File: config.mk
export PLATFORM = sky130hd
export DESIGN_NAME = irq_prio_hub
export DESIGN_NICKNAME = d
export VERILOG_FILES = /design/src/rtl/irq_hub_pkg.sv /design/src/rtl/irq_sync.sv /design/src/rtl/irq_rank.sv /design/src/rtl/irq_grant.sv /design/src/rtl/irq_prio_hub.sv
export SDC_FILE = /design/constraint.sdc
export NUM_CORES = 1
export LEC_CHECK = 0
export ABC_AREA = 1
export ABC_CLOCK_PERIOD_IN_PS = 1250
export CORE_MARGIN = 3
export CORE_UTILIZATION = 37
export DETAILED_ROUTE_END_ITERATION = 8
export MAX_ROUTING_LAYER = met4
export PLACE_DENSITY_LB_ADDON = 0.25
export SYNTH_ARGS = -nofsm -noshare
export SYNTH_HDL_FRONTEND = slang
export SYNTH_SLANG_ARGS = --single-unit
File: constraint.sdc
create_clock -name clk -period 1.25 [get_ports clk]
set_input_delay 0.1875 -clock clk [delete_from_list [all_inputs] [get_ports clk]]
set_output_delay 0.1875 -clock clk [all_outputs]
set_load 0.03 [all_outputs]
File: src/rtl/irq_hub_pkg.sv
package irq_hub_pkg;
    localparam int HUB_LVLS   = 4;  // number of request levels
    localparam int HUB_BASE   = 4;  // level number of request bit 0
    localparam int HUB_PRIO_W = 3;  // width of priority / level numbers
    localparam int HUB_SYNC   = 2;  // synchroniser depth

    function automatic int idx_width(input int n);
        return (n > 1) ? $clog2(n) : 1;
    endfunction
endpackage

File: src/rtl/irq_sync.sv
module irq_sync #(
    parameter int W      = 4,
    parameter int STAGES = 2
) (
    input  logic         clk,
    input  logic         rst_n,
    input  logic [W-1:0] din,
    output logic [W-1:0] dout
);
    logic [STAGES-1:0][W-1:0] stg_d, stg_q;

    always_comb begin
        stg_d[0] = din;
        for (int s = 1; s < STAGES; s++) begin
            stg_d[s] = stg_q[s-1];
        end
    end

    always_ff @(posedge clk or negedge rst_n) begin
        if (!rst_n) stg_q <= '0;
        else        stg_q <= stg_d;
    end

    assign dout = stg_q[STAGES-1];
endmodule

File: src/rtl/irq_rank.sv
module irq_rank #(
    parameter int NUM  = 4,
    parameter int BASE = 4,
    parameter int PW   = 3,
    localparam int IW  = irq_hub_pkg::idx_width(NUM)
) (
    input  logic [NUM-1:0] pend,
    input  logic           en,
    input  logic [PW-1:0]  prio,
    output logic [IW-1:0]  sel_idx,
    output logic           admit
);
    localparam logic [PW-1:0] BASE_V = PW'(BASE);

    logic [NUM-1:0] win;
    logic           sel_vld;
    logic [PW-1:0]  sel_lvl;

    // top-down mask: a level survives only if nothing above it is asserted
    for (genvar g = 0; g < NUM; g++) begin : g_mask
        if (g == NUM - 1) begin : g_top
            assign win[g] = pend[g];
        end else begin : g_low
            assign win[g] = pend[g] & ~(|pend[NUM-1:g+1]);
        end
    end

    always_comb begin
        sel_idx = '0;
        for (int i = 0; i < NUM; i++) begin
            if (win[i]) sel_idx = IW'(i);
        end
    end

    assign sel_vld = |win;
    assign sel_lvl = BASE_V + PW'(sel_idx);
    assign admit   = en & sel_vld & (sel_lvl > prio);
endmodule

File: src/rtl/irq_grant.sv
module irq_grant #(
    parameter int NUM  = 4,
    parameter int BASE = 4,
    parameter int PW   = 3,
    localparam int IW  = irq_hub_pkg::idx_width(NUM)
) (
    input  logic           clk,
    input  logic           rst_n,
    input  logic           admit,
    input  logic [IW-1:0]  sel_idx,
    input  logic           cpu_ack,
    output logic           irq_out,
    output logic [NUM-1:0] lvl_ack,
    output logic [PW-1:0]  grant_lvl
);
    typedef struct packed {
        logic          irq;
        logic          held;
        logic          ack_seen;
        logic [IW-1:0] idx;
    } grant_st_t;

    grant_st_t st_d, st_q;

    always_comb begin
        st_d          = st_q;
        st_d.irq      = admit;
        st_d.ack_seen = cpu_ack;
        if (!cpu_ack) begin
            st_d.held = 1'b0;
        end else if (!st_q.ack_seen && admit) begin
            st_d.held = 1'b1;
            st_d.idx  = sel_idx;
        end
    end

    always_ff @(posedge clk or negedge rst_n) begin
        if (!rst_n) st_q <= '0;
        else        st_q <= st_d;
    end

    for (genvar g = 0; g < NUM; g++) begin : g_ack
        assign lvl_ack[g] = st_q.held && (st_q.idx == IW'(g));
    end

    assign irq_out   = st_q.irq;
    assign grant_lvl = st_q.held ? (PW'(BASE) + PW'(st_q.idx)) : '0;
endmodule

File: src/rtl/irq_prio_hub.sv
module irq_prio_hub
    import irq_hub_pkg::*;
#(
    parameter int NUM    = HUB_LVLS,
    parameter int BASE   = HUB_BASE,
    parameter int PW     = HUB_PRIO_W,
    parameter int STAGES = HUB_SYNC
) (
    input  logic           clk,
    input  logic           rst_n,
    input  logic [NUM-1:0] req_n,
    input  logic           glb_en,
    input  logic [PW-1:0]  cpu_prio,
    input  logic           cpu_ack,
    output logic           irq_out,
    output logic [NUM-1:0] lvl_ack,
    output logic [PW-1:0]  grant_lvl
);
    localparam int IW = idx_width(NUM);

    logic [NUM-1:0] pend;
    logic [IW-1:0]  sel_idx;
    logic           admit;

    irq_sync #(.W(NUM), .STAGES(STAGES)) i_sync (
        .clk  (clk),
        .rst_n(rst_n),
        .din  (~req_n),
        .dout (pend)
    );

    irq_rank #(.NUM(NUM), .BASE(BASE), .PW(PW)) i_rank (
        .pend   (pend),
        .en     (glb_en),
        .prio   (cpu_prio),
        .sel_idx(sel_idx),
        .admit  (admit)
    );

    irq_grant #(.NUM(NUM), .BASE(BASE), .PW(PW)) i_grant (
        .clk      (clk),
        .rst_n    (rst_n),
        .admit    (admit),
        .sel_idx  (sel_idx),
        .cpu_ack  (cpu_ack),
        .irq_out  (irq_out),
        .lvl_ack  (lvl_ack),
        .grant_lvl(grant_lvl)
    );
endmodule

==> flow_summary_export.csv <==
group,metric,value,unit
logic_synthesis,synth_top_area_share,60.5,%
floorplan,rows,13,
cells_and_area,area_growth,53.5,%
sta,setup_viol,5,
placement,gp_congestion,0.741,
sta,fin_tns_setup,-0.699,ns
cts,root_buffer,"clkbuf_4",
sta,slew_violations,0,
logic_synthesis,synth_nets,69,
placement,place_ws,-0.297,ns
cells_and_area,n_antenna_cell,0,
cells_and_area,multi_input_comb_area,170,um^2
logic_synthesis,yosysWarningCount,0,
pwr,p_sw_share,27.4,%
cts,clk_pin_slew,0.07,ns
sta,fin_hold_ws,0.210,ns
pwr,internal_power,0.685,mW
pwr,ir_worst_vdd,0.000807,V
floorplan,io_pins,19,
cells_and_area,drive_gt1_share,32.6,%
logic_synthesis,postSynthAreaPerCell,9.61,um^2
drt,ant_nets,0,
pwr,p_clk_share,26.0,%
pwr,netSwitchingPower,0.258,mW
drt,viasPerCell,4.18,
cts,clock_path_buffers,2,
floorplan,dieArea,1950,um^2
drt,drtIter0Drc,9,
pwr,powerDensity,1140,nW/um^2
drt,vias,422,
sta,finalHoldViolCount,0,
cells_and_area,nNetsFinal,100,
pwr,pwr-share-comb,22.7,%
status,violations,"negative setup slack",
cts,clock_sinks,13,
cts,cts-buffers-inserted,3,
placement,place_inst,92,
drt,drc,0,
logic_synthesis,synth_area_leaders,"dfrtp_1 60%, inv_1 10%, nand2_1 7.7%, ha_1 4.7%, nor2_1 4.2%",
logic_synthesis,yosys.area.top_type,"dfrtp_1",
pwr,p_leak,0.451,nW
pwr,power.total,0.943,mW
logic_synthesis,synth_seq_cells,13,
sta,grt_setup_unrepaired,"yes",
run,drv_cap,0,
cells_and_area,nFillCells,119,
floorplan,core,1330,um^2
global_routing,grt_pass1_vias,370,
logic_synthesis,ys_seq_area_share,60.5,%
worst_setup_path,path_max_fanout,4,
global_routing,grt_max_degree,14,
global_routing,grt_remaining_overflow,0,
global_routing,track_usage,11.6,%
logic_synthesis,yosys.cell_types.count,13,
cts,cts_tree,"built",
cts,htreeDepth,1,
floorplan,die_width,44.1,um
drt,wl,990,um
floorplan,die_y,44.1,um
cells_and_area,stdcell_count,101,
sta,maxSlewHeadroom,80.4,%
sta,min_period,1.43,ns
cells_and_area,stdcell_area,826,um^2
sta,fmax,698,MHz
sta,finalCritPeriodShare,115,%
logic_synthesis,synthesis.area,538,um^2
placement,dp_hpwl,732,um
hold_path,hold_path_class,"in -> async",
floorplan,initial_core_util,40.3,%
placement,io_buffers,18,
worst_setup_path,crit_arrival,1.60,ns
pwr,seqPwrFrac,51.4,%
sta,fin_ws,-0.182,ns
global_routing,antenna_found_initial,0,
worst_setup_path,critPathLaunchType,"register",
logic_synthesis,syn_inst,56,
cts,clock_latency,0.27,ns
cts,cts_hold_buf,0,
placement,place_area,747,um^2
status,outcome,"finished with violations",
worst_setup_path,cp-end-kind,"register",
sta,clock_skew,0.00621,ns
cells_and_area,seq_area,325,um^2
drt,dr.pass1.iters,4,
worst_setup_path,required,1.42,ns
global_routing,grt_pass1_wl,1510,um
sta,worst_pin_slew,0.296,ns
worst_setup_path,worstSetupPathType,"reg -> reg",
drt,wl_per_cell,9.80,um
cells_and_area,fin_util,61.9,%
## registers in the layout, summed over array words and instances (netlist names)
register         count
i_sync.dout          4
i_grant.irq_out      1
i_sync.stg_d         4
i_grant.st_q         4
## cell families after synthesis
| family | count (synthesis) | synth area share (%) |
|---|---|---|
| fa+ha+maj | 2 | 4.65 |
| flops | 13 | 60.5 |
| compound gates | 3 | 4.65 |
| buf+inv | 16 | 11.9 |
| simple gates | 22 | 18.4 |
## cells in the final DEF (no fill, tap or decap)
cell type / n
nand3_2: 1
and2_4: 1
dlygate4sd2_1: 1
a21boi_2: 1
inv_1: 14
ha_1: 1
inv_2: 1
nor2_1: 5
a21o_2: 1
clkdlybuf4s50_1: 10
buf_4: 16
clkbuf_1: 1
nand4_1: 2
nand2_2: 2
nand2_1: 9
o21ai_1: 1
dfrtp_1: 13
nor3_1: 1
nor2_2: 1
ha_4: 1
clkbuf_4: 3
## critical path, stage by stage (launching register included)
cell and delay, ns:
dfrtp_1 0.39, nor2_2 0.14, inv_2 0.07, ha_4 0.27, nand2_1 0.05, nand2_1 0.07, nand2_2 0.08, buf_4 0.14
and2_4 0.12
## area by class of cell
cell class	instances	share of cell area, %
tap	15	2.27
timing repair buffer	27	27.7
sequential	13	39.4
multi-input combinational	27	20.6
inverter	15	6.82
clock buffer	4	3.18
## Yosys cell counts
master / count
a21boi_2: 1
a21o_2: 1
and2_2: 1
buf_4: 1
dfrtp_1: 13
ha_1: 2
inv_1: 15
nand2_1: 11
nand3_2: 1
nand4_1: 2
nor2_1: 6
nor3_1: 1
o21ai_0: 1
## path summary, 6_finish.rpt
check / start / to / slack, ns / cells past startpoint
max: i_sync.dout[2] / i_grant.irq_out / -0.18 / 8
min: rst_n / i_sync.dout[1] / 0.21 / 2
max reg2reg: i_sync.dout[2] / i_grant.irq_out / -0.18 / 8
min reg2reg: i_sync.stg_d[7] / i_sync.dout[3] / 0.34 / 0
max in group asynchronous: rst_n / i_sync.dout[0] / 0.88 / 2
min in group clk: i_sync.stg_d[7] / i_sync.dout[3] / 0.34 / 0
## power groups by stage
stage | sequential (mW) | combinational, mW | clock (mW)
after CTS | 0.484 | 0.201 | 0.258
after global placement | 0.492 | 0.188 | 0
after floorplan | 0.492 | 0.0997 | 0
after global routing | 0.489 | 0.236 | 0.283
after detailed placement | 0.492 | 0.192 | 0
final | 0.485 | 0.214 | 0.245
## repair_timing
| item | CTS | global route |
|---|---|---|
| setup endpoints to repair | 7 | 8 |
| setup buffers | 2 | 3 |
| pin swaps | 2 | 4 |
| resized for setup | 3 | 2 |
## routing by layer
layer,wire length (um),GRT usage (%)
met1,386,12.1
met2,523,18.9
met4,7,3.61
met3,73,6.10
met5,0,-
Note: power is estimated with default switching activity, not from simulation.
